$ cat config.mk
export PLATFORM = sky130hd
export DESIGN_NAME = sdram_cmd_monitor
export DESIGN_NICKNAME = d
export VERILOG_FILES = /design/src/rtl/sdram_mon_pkg.sv /design/src/rtl/sdram_cmd_decode.sv /design/src/rtl/sdram_bank_track.sv /design/src/rtl/sdram_cmd_monitor.sv
export SDC_FILE = /design/constraint.sdc
export NUM_CORES = 1
export LEC_CHECK = 0
export ABC_AREA = 0
export ABC_CLOCK_PERIOD_IN_PS = 5600
export BUFFER_PORTS_ARGS = -buffer_cell sky130_fd_sc_hd__buf_2
export CELL_PAD_IN_SITES_DETAIL_PLACEMENT = 1
export CELL_PAD_IN_SITES_GLOBAL_PLACEMENT = 1
export CORE_ASPECT_RATIO = 0.9
export CORE_UTILIZATION = 54
export CTS_BUF_LIST = sky130_fd_sc_hd__clkbuf_2
export DETAILED_ROUTE_END_ITERATION = 10
export PLACE_DENSITY = 0.89
export SKIP_LAST_GASP = 1
export SLEW_MARGIN = 0
export SYNTH_ARGS = -nofsm -noshare
export SYNTH_HDL_FRONTEND = slang
export SYNTH_SLANG_ARGS = --single-unit
$ cat constraint.sdc
create_clock -name clk_i -period 5.6 [get_ports clk_i]
set_clock_uncertainty 0.05 [all_clocks]
set_input_delay 1.68 -clock clk_i [delete_from_list [all_inputs] [get_ports clk_i]]
set_output_delay 1.68 -clock clk_i [all_outputs]
set_load 0.05 [all_outputs]
$ cat src/rtl/sdram_mon_pkg.sv
package sdram_mon_pkg;

  typedef enum logic [3:0] {
    CMD_DESL    = 4'd0,
    CMD_NOP     = 4'd1,
    CMD_BST     = 4'd2,
    CMD_RD      = 4'd3,
    CMD_RDA     = 4'd4,
    CMD_WR      = 4'd5,
    CMD_WRA     = 4'd6,
    CMD_ACT     = 4'd7,
    CMD_PRE     = 4'd8,
    CMD_PALL    = 4'd9,
    CMD_REF     = 4'd10,
    CMD_MRS     = 4'd11,
    CMD_PDN_IN  = 4'd12,
    CMD_SELF_IN = 4'd13,
    CMD_LP_EXIT = 4'd14,
    CMD_LP_HOLD = 4'd15
  } cmd_e;

  typedef enum logic [1:0] {
    BK_IDLE   = 2'd0,
    BK_ACTIVE = 2'd1,
    BK_PRECHG = 2'd2
  } bank_st_e;

  typedef enum logic [3:0] {
    RSN_NONE       = 4'd0,
    RSN_NOT_ACTIVE = 4'd1,
    RSN_NOT_IDLE   = 4'd2,
    RSN_TRCD       = 4'd3,
    RSN_TRAS       = 4'd4,
    RSN_TRRD       = 4'd5,
    RSN_TWR        = 4'd6,
    RSN_ALL_IDLE   = 4'd7,
    RSN_BUSY       = 4'd8,
    RSN_TRP        = 4'd9
  } reason_e;

  function automatic int unsigned ps_to_clk(input int unsigned t_ps, input int unsigned clk_ps);
    return (t_ps + clk_ps - 1) / clk_ps;
  endfunction

  function automatic int unsigned load_of(input int unsigned n);
    return (n > 0) ? n - 1 : 0;
  endfunction

endpackage

$ cat src/rtl/sdram_cmd_decode.sv
module sdram_cmd_decode
  import sdram_mon_pkg::*;
(
  input  logic cke_prev_i,
  input  logic cke_i,
  input  logic cs_ni,
  input  logic ras_ni,
  input  logic cas_ni,
  input  logic we_ni,
  input  logic a10_i,
  output cmd_e cmd_o
);

  cmd_e base;

  always_comb begin
    if (cs_ni) begin
      base = CMD_DESL;
    end else begin
      case ({ras_ni, cas_ni, we_ni})
        3'b111:  base = CMD_NOP;
        3'b110:  base = CMD_BST;
        3'b101:  base = a10_i ? CMD_RDA : CMD_RD;
        3'b100:  base = a10_i ? CMD_WRA : CMD_WR;
        3'b011:  base = CMD_ACT;
        3'b010:  base = a10_i ? CMD_PALL : CMD_PRE;
        3'b001:  base = CMD_REF;
        default: base = CMD_MRS;
      endcase
    end
  end

  always_comb begin
    if (!cke_prev_i)  cmd_o = cke_i ? CMD_LP_EXIT : CMD_LP_HOLD;
    else if (!cke_i)  cmd_o = (base == CMD_REF) ? CMD_SELF_IN : CMD_PDN_IN;
    else              cmd_o = base;
  end

endmodule

$ cat src/rtl/sdram_bank_track.sv
module sdram_bank_track
  import sdram_mon_pkg::*;
#(
  parameter int unsigned CW       = 6,
  parameter int unsigned RCD_CLK  = 5,
  parameter int unsigned RAS_CLK  = 12,
  parameter int unsigned RP_CLK   = 5,
  parameter int unsigned WR_HOLD  = 5,
  parameter int unsigned RDAP_CLK = 9,
  parameter int unsigned WRAP_CLK = 10
) (
  input  logic     clk_i,
  input  logic     rst_ni,
  input  logic     act_i,
  input  logic     rd_i,
  input  logic     wr_i,
  input  logic     ap_i,
  input  logic     pre_i,
  output bank_st_e st_o,
  output logic     rcd_ok_o,
  output logic     ras_ok_o,
  output logic     wr_ok_o
);

  localparam logic [CW-1:0] RCD_LD = CW'(load_of(RCD_CLK));
  localparam logic [CW-1:0] RAS_LD = CW'(load_of(RAS_CLK));
  localparam logic [CW-1:0] WR_LD  = CW'(load_of(WR_HOLD));

  bank_st_e      st_q;
  logic [CW-1:0] rcd_q, ras_q, wr_q, rp_q;
  logic [CW-1:0] close_len;
  logic          close_go;

  assign close_go  = pre_i || ((rd_i || wr_i) && ap_i);
  assign close_len = pre_i ? CW'(RP_CLK) : (wr_i ? CW'(WRAP_CLK) : CW'(RDAP_CLK));

  always_ff @(posedge clk_i or negedge rst_ni) begin
    if (!rst_ni) begin
      st_q  <= BK_IDLE;
      rcd_q <= '0;
      ras_q <= '0;
      wr_q  <= '0;
      rp_q  <= '0;
    end else begin
      if (rcd_q != '0) rcd_q <= rcd_q - 1'b1;
      if (ras_q != '0) ras_q <= ras_q - 1'b1;
      if (wr_q  != '0) wr_q  <= wr_q  - 1'b1;
      if (st_q == BK_PRECHG) begin
        if (rp_q <= CW'(1)) begin
          st_q <= BK_IDLE;
          rp_q <= '0;
        end else begin
          rp_q <= rp_q - 1'b1;
        end
      end
      if (act_i) begin
        st_q  <= BK_ACTIVE;
        rcd_q <= RCD_LD;
        ras_q <= RAS_LD;
        wr_q  <= '0;
      end
      if (wr_i) wr_q <= WR_LD;
      if (close_go) begin
        if (close_len <= CW'(1)) begin
          st_q <= BK_IDLE;
          rp_q <= '0;
        end else begin
          st_q <= BK_PRECHG;
          rp_q <= close_len - 1'b1;
        end
      end
    end
  end

  assign st_o     = st_q;
  assign rcd_ok_o = (rcd_q == '0);
  assign ras_ok_o = (ras_q == '0);
  assign wr_ok_o  = (wr_q == '0);

  assert_state_code_R11: assert property (@(posedge clk_i) disable iff (!rst_ni)
    st_q != 2'd3);
  assert_col_needs_open_R3: assert property (@(posedge clk_i) disable iff (!rst_ni)
    (rd_i || wr_i) |-> (st_q == BK_ACTIVE));
  assert_col_after_rcd_R4: assert property (@(posedge clk_i) disable iff (!rst_ni)
    (rd_i || wr_i) |-> (rcd_q == '0));
  assert_pre_after_ras_R4: assert property (@(posedge clk_i) disable iff (!rst_ni)
    pre_i |-> (ras_q == '0));
  assert_pre_after_wr_R6: assert property (@(posedge clk_i) disable iff (!rst_ni)
    pre_i |-> (wr_q == '0));
  assert_act_needs_idle_R3: assert property (@(posedge clk_i) disable iff (!rst_ni)
    act_i |=> (st_q == BK_ACTIVE));

endmodule

$ cat src/rtl/sdram_cmd_monitor.sv
module sdram_cmd_monitor
  import sdram_mon_pkg::*;
#(
  parameter int unsigned NUM_BANKS = 4,
  parameter int unsigned CLK_PS    = 4000,
  parameter int unsigned T_RCD_PS  = 18000,
  parameter int unsigned T_RAS_PS  = 48000,
  parameter int unsigned T_RP_PS   = 18000,
  parameter int unsigned T_RC_PS   = 60000,
  parameter int unsigned T_RRD_PS  = 12000,
  parameter int unsigned T_DPL_CLK = 2,
  parameter int unsigned BURST_LEN = 4,
  localparam int unsigned BA_W     = $clog2(NUM_BANKS)
) (
  input  logic                   clk_i,
  input  logic                   rst_ni,
  input  logic                   cke_i,
  input  logic                   cs_ni,
  input  logic                   ras_ni,
  input  logic                   cas_ni,
  input  logic                   we_ni,
  input  logic                   a10_i,
  input  logic [BA_W-1:0]        ba_i,
  output logic [3:0]             cmd_o,
  output logic [2*NUM_BANKS-1:0] bank_state_o,
  output logic                   viol_o,
  output logic [3:0]             reason_o,
  output logic [BA_W-1:0]        viol_bank_o
);

  localparam int unsigned RCD_CLK  = ps_to_clk(T_RCD_PS, CLK_PS);
  localparam int unsigned RAS_CLK  = ps_to_clk(T_RAS_PS, CLK_PS);
  localparam int unsigned RP_CLK   = ps_to_clk(T_RP_PS, CLK_PS);
  localparam int unsigned RC_CLK   = ps_to_clk(T_RC_PS, CLK_PS);
  localparam int unsigned RRD_CLK  = ps_to_clk(T_RRD_PS, CLK_PS);
  localparam int unsigned WR_HOLD  = BURST_LEN - 1 + T_DPL_CLK;
  localparam int unsigned RDAP_CLK = BURST_LEN + RP_CLK;
  localparam int unsigned WRAP_CLK = WR_HOLD + RP_CLK;
  localparam int unsigned CW       = $clog2(RC_CLK + RAS_CLK + RRD_CLK + WRAP_CLK + 2);
  localparam logic [CW-1:0] RRD_LD = CW'(load_of(RRD_CLK));
  localparam logic [CW-1:0] RC_LD  = CW'(load_of(RC_CLK));

  cmd_e     cmd;
  logic     cke_q, in_self_q;
  logic [CW-1:0] rrd_q, rc_q;

  bank_st_e st [NUM_BANKS];
  logic [NUM_BANKS-1:0] rcd_ok, ras_ok, wr_ok;
  logic [NUM_BANKS-1:0] op_act, op_rd, op_wr, op_pre;
  logic     op_ap, all_idle, busy, viol, self_go;
  reason_e  rsn;
  logic [BA_W-1:0] vbank;

  cmd_e            cmd_q;
  logic            viol_q;
  reason_e         rsn_q;
  logic [BA_W-1:0] vbank_q;

  sdram_cmd_decode u_decode (
    .cke_prev_i (cke_q),
    .cke_i      (cke_i),
    .cs_ni      (cs_ni),
    .ras_ni     (ras_ni),
    .cas_ni     (cas_ni),
    .we_ni      (we_ni),
    .a10_i      (a10_i),
    .cmd_o      (cmd)
  );

  for (genvar b = 0; b < NUM_BANKS; b++) begin : g_bank
    sdram_bank_track #(
      .CW       (CW),
      .RCD_CLK  (RCD_CLK),
      .RAS_CLK  (RAS_CLK),
      .RP_CLK   (RP_CLK),
      .WR_HOLD  (WR_HOLD),
      .RDAP_CLK (RDAP_CLK),
      .WRAP_CLK (WRAP_CLK)
    ) u_bank (
      .clk_i    (clk_i),
      .rst_ni   (rst_ni),
      .act_i    (op_act[b]),
      .rd_i     (op_rd[b]),
      .wr_i     (op_wr[b]),
      .ap_i     (op_ap),
      .pre_i    (op_pre[b]),
      .st_o     (st[b]),
      .rcd_ok_o (rcd_ok[b]),
      .ras_ok_o (ras_ok[b]),
      .wr_ok_o  (wr_ok[b])
    );
    assign bank_state_o[2*b +: 2] = st[b];
  end

  always_comb begin
    all_idle = 1'b1;
    for (int b = 0; b < NUM_BANKS; b++) begin
      if (st[b] != BK_IDLE) all_idle = 1'b0;
    end
  end

  assign busy = (rc_q != '0);

  // legality: at most one reason per cycle, no bank op on violation
  always_comb begin
    viol    = 1'b0;
    rsn     = RSN_NONE;
    vbank   = ba_i;
    op_act  = '0;
    op_rd   = '0;
    op_wr   = '0;
    op_pre  = '0;
    op_ap   = 1'b0;
    self_go = 1'b0;
    if (busy && !(cmd inside {CMD_DESL, CMD_NOP, CMD_LP_HOLD, CMD_LP_EXIT})) begin
      viol = 1'b1;
      rsn  = RSN_BUSY;
    end else begin
      case (cmd)
        CMD_RD, CMD_RDA, CMD_WR, CMD_WRA: begin
          if (st[ba_i] != BK_ACTIVE) begin
            viol = 1'b1;
            rsn  = RSN_NOT_ACTIVE;
          end else if (!rcd_ok[ba_i]) begin
            viol = 1'b1;
            rsn  = RSN_TRCD;
          end else begin
            op_ap = (cmd == CMD_RDA) || (cmd == CMD_WRA);
            if (cmd == CMD_RD || cmd == CMD_RDA) op_rd[ba_i] = 1'b1;
            else                                 op_wr[ba_i] = 1'b1;
          end
        end
        CMD_ACT: begin
          if (st[ba_i] == BK_PRECHG) begin
            viol = 1'b1;
            rsn  = RSN_TRP;
          end else if (st[ba_i] == BK_ACTIVE) begin
            viol = 1'b1;
            rsn  = RSN_NOT_IDLE;
          end else if (rrd_q != '0) begin
            viol = 1'b1;
            rsn  = RSN_TRRD;
          end else begin
            op_act[ba_i] = 1'b1;
          end
        end
        CMD_PRE: begin
          if (st[ba_i] == BK_ACTIVE) begin
            if (!ras_ok[ba_i]) begin
              viol = 1'b1;
              rsn  = RSN_TRAS;
            end else if (!wr_ok[ba_i]) begin
              viol = 1'b1;
              rsn  = RSN_TWR;
            end else begin
              op_pre[ba_i] = 1'b1;
            end
          end
        end
        CMD_PALL: begin
          // descending scan so the lowest failing bank is reported
          for (int b = NUM_BANKS - 1; b >= 0; b--) begin
            if (st[b] == BK_ACTIVE && (!ras_ok[b] || !wr_ok[b])) begin
              viol  = 1'b1;
              rsn   = !ras_ok[b] ? RSN_TRAS : RSN_TWR;
              vbank = BA_W'(b);
            end
          end
          if (!viol) begin
            for (int b = 0; b < NUM_BANKS; b++) op_pre[b] = (st[b] == BK_ACTIVE);
          end
        end
        CMD_REF, CMD_MRS, CMD_SELF_IN: begin
          if (!all_idle) begin
            viol = 1'b1;
            rsn  = RSN_ALL_IDLE;
          end else if (cmd == CMD_SELF_IN) begin
            self_go = 1'b1;
          end
        end
        default: ;
      endcase
    end
  end

  always_ff @(posedge clk_i or negedge rst_ni) begin
    if (!rst_ni) begin
      cke_q     <= 1'b1;
      in_self_q <= 1'b0;
      rrd_q     <= '0;
      rc_q      <= '0;
    end else begin
      cke_q <= cke_i;
      if (|op_act)             rrd_q <= RRD_LD;
      else if (rrd_q != '0)    rrd_q <= rrd_q - 1'b1;
      if (cmd == CMD_REF && !viol)                rc_q <= RC_LD;
      else if (cmd == CMD_LP_EXIT && in_self_q)   rc_q <= RC_LD;
      else if (rc_q != '0)                        rc_q <= rc_q - 1'b1;
      if (self_go)                   in_self_q <= 1'b1;
      else if (cmd == CMD_LP_EXIT)   in_self_q <= 1'b0;
    end
  end

  always_ff @(posedge clk_i or negedge rst_ni) begin
    if (!rst_ni) begin
      cmd_q   <= CMD_DESL;
      viol_q  <= 1'b0;
      rsn_q   <= RSN_NONE;
      vbank_q <= '0;
    end else begin
      cmd_q   <= cmd;
      viol_q  <= viol;
      rsn_q   <= rsn;
      vbank_q <= viol ? vbank : '0;
    end
  end

  assign cmd_o       = cmd_q;
  assign viol_o      = viol_q;
  assign reason_o    = rsn_q;
  assign viol_bank_o = vbank_q;

  assert_reason_set_R9: assert property (@(posedge clk_i) disable iff (!rst_ni)
    viol_o |-> (reason_o != 4'd0));
  assert_reason_clear_R9: assert property (@(posedge clk_i) disable iff (!rst_ni)
    !viol_o |-> (reason_o == 4'd0));
  assert_ref_all_idle_R8: assert property (@(posedge clk_i) disable iff (!rst_ni)
    (cmd_o == CMD_REF && !viol_o) |-> (bank_state_o == '0));
  assert_lp_hold_after_low_R10: assert property (@(posedge clk_i) disable iff (!rst_ni)
    (cmd_o == CMD_LP_HOLD) |-> $past(cmd_o) inside {CMD_PDN_IN, CMD_SELF_IN, CMD_LP_HOLD});

  if (RRD_CLK >= 2) begin : g_rrd_chk
    assert_act_spacing_R5: assert property (@(posedge clk_i) disable iff (!rst_ni)
      (cmd_o == CMD_ACT && !viol_o) |=> !(cmd_o == CMD_ACT && !viol_o));
  end

endmodule

Word level (Yosys, flattened, before mapping). Index checks and enable logic that the tools add are counted.

Register bits after elaboration: 129. Bits of input ports: 10. Output and inout bits: 19. Logic and storage cells: 371.

$add $sub $neg: 22. Magnitude comparators: 11. Equality and inequality tests: 32. Muxes and demuxes: 175. Bitwise logic cells: 1. Reductions and logical operators: 102.

Operator list (count): 6-bit two-way mux (53); 6-bit by 1-bit subtractor with 6-bit output (second input constant) (22); 4-bit two-way mux (28); 6-bit nonzero test (14); 2-bit two-way mux (40); 6-bit zero test (12); 6-bit by 1-bit <= comparator with 1-bit output (second input constant) (8); 3-bit nonzero test (13); 1-bit two-way mux (37); 2-bit nonzero test (18); 4-bit equality test (second input constant) (8); 4-bit one-hot mux with 7 select lines (1); 3-bit two-way mux (8); 4-bit one-hot mux with 5 select lines (1); 4-bit by 3-bit equality test with 1-bit output (second input constant) (4); 1-bit logical OR (14); 3-bit equality test (second input constant) (4); 1-bit logical AND (12); 2-bit by 1-bit equality test with 1-bit output (second input constant) (5); 2-bit equality test (second input constant) (5); 1-bit zero test (10); 4-bit one-hot mux with 2 select lines (1); 2-bit AND reduction (4); 4-bit OR reduction (2); 16 further kinds (19).

Depth between registers and ports, before layout.
Depth in word-level cells: 19. Depth in mapped cells: 10. Mapped depth without buffers: 8.

Modules after synthesis. A second synthesis with hierarchy kept.

Cell total of the unflattened synthesis: 832. Area total of the unflattened synthesis: 7856.3 µm².

By module, submodules not included: sdram_bank_track (instances 4, cells each 152, area each 1480.2 µm², seq. area each 650.6 µm²); sdram_cmd_monitor (instances 1, cells each 199, area each 1771.7 µm², seq. area each 626.9 µm²); sdram_cmd_decode (instances 1, cells each 25, area each 163.9 µm², seq. area each 0.0 µm²).

Worst setup path before layout. No wires, ideal clock.

Kind: input to register. Start: input port ba_i[0]. End: register g_bank[3].u_bank.rp_q[2]. Library setup time: 0.131 ns. Data arrival time: 3.952 ns. Data required time: 5.419 ns. Path slack: 1.467 ns. Stages on the path: 7. Path buffers: 1. Cells stage by stage: buf_2 mux4_2 nand2b_1 or2_2 or4_4 and3_1 or3_1.

Longest elaborated chain between the ends: 14. Elaborated cells on any way between the ends: 46. Classes of those cells: add/sub (1); order compare (3); eq/ne (2); mux (34); bitwise (1); reduce/logical (5).

RTL lines: start, declared (RTL line sdram_cmd_monitor.sv:23) `input logic [BA_W-1:0] ba_i,`; 2-bit by 3-bit less-than comparator with 1-bit output (not written as such) or 2-bit by 1-bit >= comparator with 1-bit output (tied branches) (RTL line sdram_cmd_monitor.sv:129, sdram_cmd_monitor.sv:130, sdram_cmd_monitor.sv:156); 1-bit logical AND (not written as such) (RTL line sdram_cmd_monitor.sv:129, sdram_cmd_monitor.sv:130, sdram_cmd_monitor.sv:156); 1-bit two-way mux (not written as such) (RTL line sdram_cmd_monitor.sv:129, sdram_cmd_monitor.sv:130, sdram_cmd_monitor.sv:156); 1-bit demux with 2-bit select (RTL line sdram_cmd_monitor.sv:129, sdram_cmd_monitor.sv:130, sdram_cmd_monitor.sv:156); 4-bit two-way mux (RTL line sdram_cmd_monitor.sv:129) `if (cmd == CMD_RD || cmd == CMD_RDA) op_rd[ba_i] = 1'b1;`; 4-bit two-way mux (RTL line sdram_cmd_monitor.sv:124) `end else if (!rcd_ok[ba_i]) begin`; 4-bit two-way mux (RTL line sdram_cmd_monitor.sv:121) `if (st[ba_i] != BK_ACTIVE) begin`; 4-bit two-way mux (RTL line sdram_cmd_monitor.sv:119) `case (cmd)`; 4-bit two-way mux (RTL line sdram_cmd_monitor.sv:115) `if (busy && !(cmd inside {CMD_DESL, CMD_NOP, CMD_LP_HOLD, CMD_LP_EXIT})) begin`; 2-bit two-way mux (RTL line sdram_bank_track.sv:35) `assign close_len = pre_i ? CW'(RP_CLK) : (wr_i ? CW'(WRAP_CLK) : CW'(RDAP_CLK));`; 6-bit two-way mux (RTL line sdram_bank_track.sv:35); 6-bit by 1-bit subtractor with 6-bit output or 6-bit by 1-bit <= comparator with 1-bit output (tied branches) (RTL line sdram_bank_track.sv:69, sdram_bank_track.sv:64); 6-bit two-way mux (RTL line sdram_bank_track.sv:64) `if (close_len <= CW'(1)) begin`; 6-bit two-way mux (RTL line sdram_bank_track.sv:63) `if (close_go) begin`; end signal, assigned (RTL line sdram_bank_track.sv:53) `rp_q <= rp_q - 1'b1;`; end signal, assigned (RTL line sdram_bank_track.sv:69) `rp_q <= close_len - 1'b1;`; end, declared (RTL line sdram_bank_track.sv:30) `logic [CW-1:0] rcd_q, ras_q, wr_q, rp_q;`.

Parallel ways exist; a longest one is shown, timed or not. The select of a mux whose other input is x is not followed. A chain may end at the register's enable or synchronous reset.

Final worst setup path.
Start: input port ba_i[0]. End: register g_bank[2].u_bank.wr_q[2].

Longest elaborated chain between the ends: 11. Elaborated cells on any way between the ends: 27. Classes of those cells: order compare (2); eq/ne (3); mux (19); bitwise (1); reduce/logical (2).

RTL lines: 2-bit by 3-bit less-than comparator with 1-bit output (not written as such), or another cell as far along (RTL line sdram_cmd_monitor.sv:130, sdram_cmd_monitor.sv:144); 1-bit logical AND (not written as such) or 2-bit binary-select mux with 2-bit select (tied branches); 1-bit two-way mux (not written as such) or 2-bit two-way mux (tied branches); 1-bit demux with 2-bit select or 2-bit two-way mux (tied branches); 4-bit two-way mux or 2-bit by 1-bit equality test with 1-bit output (tied branches) (RTL line sdram_cmd_monitor.sv:140, sdram_cmd_monitor.sv:137); 4-bit two-way mux (RTL line sdram_cmd_monitor.sv:137) `end else if (st[ba_i] == BK_ACTIVE) begin`; 4-bit two-way mux (RTL line sdram_cmd_monitor.sv:134) `if (st[ba_i] == BK_PRECHG) begin`; 4-bit two-way mux (RTL line sdram_cmd_monitor.sv:119); 4-bit two-way mux (RTL line sdram_cmd_monitor.sv:115); 6-bit two-way mux (RTL line sdram_bank_track.sv:56) `if (act_i) begin`; 6-bit two-way mux (RTL line sdram_bank_track.sv:62) `if (wr_i) wr_q <= WR_LD;`; end signal, assigned (RTL line sdram_bank_track.sv:47) `if (wr_q != '0) wr_q <= wr_q - 1'b1;`; end, declared (RTL line sdram_bank_track.sv:30).

Parallel ways exist; a longest one is shown, timed or not. The select of a mux whose other input is x is not followed.

==> impl_metrics.ini <==
[outcome]
status = finished, violations left
violations = DRC

[synth]
ys_types = 71
synthCells = 810
yosysWarnings = 0
yosys-top-cells-area = dfrtp_1, nor2_1, a21oi_1, nor3_1, ha_1
ys_seq_elements = 129
synth_top_area_frac = 0.4330
ys_seq_area_frac = 0.4366
synth_top_cell_by_area = dfrtp_1
yosysMostFrequentCell = dfrtp_1
ys_top_cells_by_count = dfrtp_1, nor2_1, a21oi_1
async_flop_share = 1.000
synth-edff-count = 0
synth_top_flop_cell = dfrtp_1
synth_nets = 842
avgSynthCellArea_um2 = 9.132
syn_area_mm2 = 0.007397

[die]
dieHeight_um = 113.0
initial_core_util = 0.5536
dieWidth_um = 125.4
row_count = 40
dieArea_mm2 = 0.01417
boundaryPins = 29
fp.coreArea_mm2 = 0.01336

[global_route]
grt_overflow = 0
antenna_found_initial = 0
track_usage = 0.3071
gr-max-usage-layer = met2
grt_pass1_wl_mm = 33.98
grt_max_degree = 48
met3_usage = 0.06478
grt_pass1_vias = 6839
use_met1 = 0.3783
met2_usage = 0.5281

[placed_design]
portBuffers = 28
place_area_mm2 = 0.007730
gp_congestion = 0.9031
place.detailed.hpwl_mm = 15.09

[worst_setup_path]
crit_slowest_cell = nor2_1
crit_start = ba_i[0]
reg2regPathDepth = 8
r2r_end = g_bank[2].u_bank.rp_q[0]
endpoint = g_bank[2].u_bank.wr_q[2]
critPathMaxFanout = 17
crit_type = in -> reg
max_stage_delay_ns = 0.74
regToRegSetupSlack_ns = 1.95
crit_cells = 6
crit_arrival_ns = 4.42
worstPathBufferInverterCount = 1
critPathRequiredTime_ns = 6.18
crit_path_start_kind = primary input
path_cells = buf_2 > mux4_2 > xor2_1 > or4_1 > nor2_1 > o32ai_1
r2r_start = g_bank[3].u_bank.ras_q[0]
path_delay_family = simple AND/OR/NAND/NOR gates
end_kind = register

[clocking]
cts_tree = built
cts_repair_resize_count = 0
clkTransAtPathRegs_ns = 0.18
cts_hold_buf = 0
insertion_delay_ns = 0.76
cts_made_buffers = 17
clockRootBuffer = clkbuf_2
cts_buffer_depth = 2
cts_htree_levels = 4
post_cts_buffers = 0
cts.sinks = 129

[sta]
setup_viol = 0
min_period_over_period = 0.6850
worst_pin_slew_ns = 1.180
fin_setup_tns_ns = 0
final_hold_viol_count = 0
rsz0062_at_grt = no
finalCriticalPeriod_ns = 3.836
hold_slack_ns = 0.4672
maxSlewViolCount = 0
fmax_ghz = 0.2607
timing.slew.headroom = 0.2112

[detailed_routing]
wl_per_cell_um = 19.65
firstDrtPassIters = 10
route.detailed.drc = 4
totalWireLength_mm = 20.16
postRouteAntennaNets = 0
drt_iter0_drc = 513
vias = 6506
via_per_inst = 6.341

[power_and_ir_drop]
total_leakage_power_nw = 3.362
max-vdd-ir-drop_uv = 256.6
p_per_area_mw_per_mm2 = 452.3

[min_path]
hp-class = reg -> reg

[finish]
stdcell_area_mm2 = 0.007925
fin_util = 0.5931
insertedDiodeCount = 0
nets = 879
drive_gt1_frac = 0.1154
area_growth_syn_to_layout_pct = 7.138

[flow_run]
drv_cap = 0
-- cells in the final DEF, fill, tap and decap left out, types with 4 or more instances in the layout --
cell and instances:
dfrtp_1 128, nor2_1 96, a21oi_1 62, nor3_1 59
nand2_1 53, inv_1 46, or3_1 31, o21ai_0 30
buf_2 27, nand2b_1 26, nor2b_1 24, ha_1 22
clkbuf_2 20, xnor2_1 18, o211ai_1 13, nand3_1 13
mux2i_1 12, or2_2 11, a211oi_1 11, nand4_1 10
or4_1 8, nor4_1 8, and2_1 7, mux4_2 7
nor3b_1 7, or4b_2 7, buf_4 7, a21o_1 5
a31oi_1 5, o21a_1 4, o31ai_1 4, clkinv_2 4
clkinv_1 4
-- worst register-to-register path: stages, from the launching register on --
cell and delay [ns]:
dfrtp_1 0.43, inv_1 0.09, ha_1 0.19, or3b_1 0.46, o41a_1 0.46, a2111oi_1 1.04, nand3_1 0.33, a21oi_1 0.36
o22ai_1 0.14
-- worst min-delay path by stage --
| stage | from | to | slack [ns] | cells past startpoint |
|---|---|---|---|---|
| 2_1_floorplan | rrd_q[2] | rrd_q[2] | 0.42 | 1 |
| 4_1_cts | rrd_q[2] | rrd_q[2] | 0.47 | 1 |
| 3_3_place_gp | rrd_q[2] | rrd_q[2] | 0.43 | 1 |
| 6_report | rrd_q[2] | rrd_q[2] | 0.47 | 1 |
| 5_1_grt | rrd_q[2] | rrd_q[2] | 0.52 | 1 |
| 3_5_place_dp | rrd_q[3] | rrd_q[3] | 0.45 | 2 |
-- per-stage QoR --
stage / power [W] / instances / setup slack (ns)
floorplan: 0.002622 / 810 / 1.467
global placement: 0.002860 / 996 / 1.123
detailed placement: 0.003048 / 996 / 0.9738
CTS: 0.003599 / 1026 / 1.836
global route: 0.003878 / 1026 / 1.596
finish: 0.003585 / 1026 / 1.764
-- routing by layer --
metal | vias up | share of wire
met2 | 195 | 0.49
met1 | 3256 | 0.43
li1 | 3007 | -
met4 | 0 | 0.026
met3 | 48 | 0.049
met5 | - | 0
-- report_power, final --
group          switching [W]  total (W)  internal [W]
clock network       0.000340   0.000536      0.000197
logic               0.000812    0.00144      0.000625
registers           0.000332    0.00161       0.00128
total                0.00148    0.00358       0.00210
-- cell families after synthesis --
| logic type | after synthesis | synth area share |
|---|---|---|
| simple gates | 379 | 0.2710 |
| flops | 129 | 0.4366 |
| xor+xnor | 20 | 0.02368 |
| mux | 21 | 0.04060 |
| compound gates | 176 | 0.1575 |
| fa+ha+maj | 23 | 0.03857 |
| buf+inv | 62 | 0.03214 |
-- final cells by class --
type / count / area, um^2
clock inverter: 10 / 95.09
inverter: 46 / 172.7
multi-input combinational: 619 / 3930
fill: 1565 / 5438
tap: 168 / 210.2
clock buffer: 20 / 100.1
sequential: 129 / 3229
timing repair buffer: 34 / 187.7
-- sequential cells by signal, indices dropped and copies added, names as in the netlist --
name,flops
cke_q,1
cmd_o,4
g_bank.u_bank.ras_q,24
g_bank.u_bank.rcd_q,24
g_bank.u_bank.rp_q,24
g_bank.u_bank.st_o,8
g_bank.u_bank.wr_q,24
in_self_q,1
rc_q,6
reason_o,4
rrd_q,6
viol_bank_o,2
viol_o,1
Power figures use the tool's default switching activity.
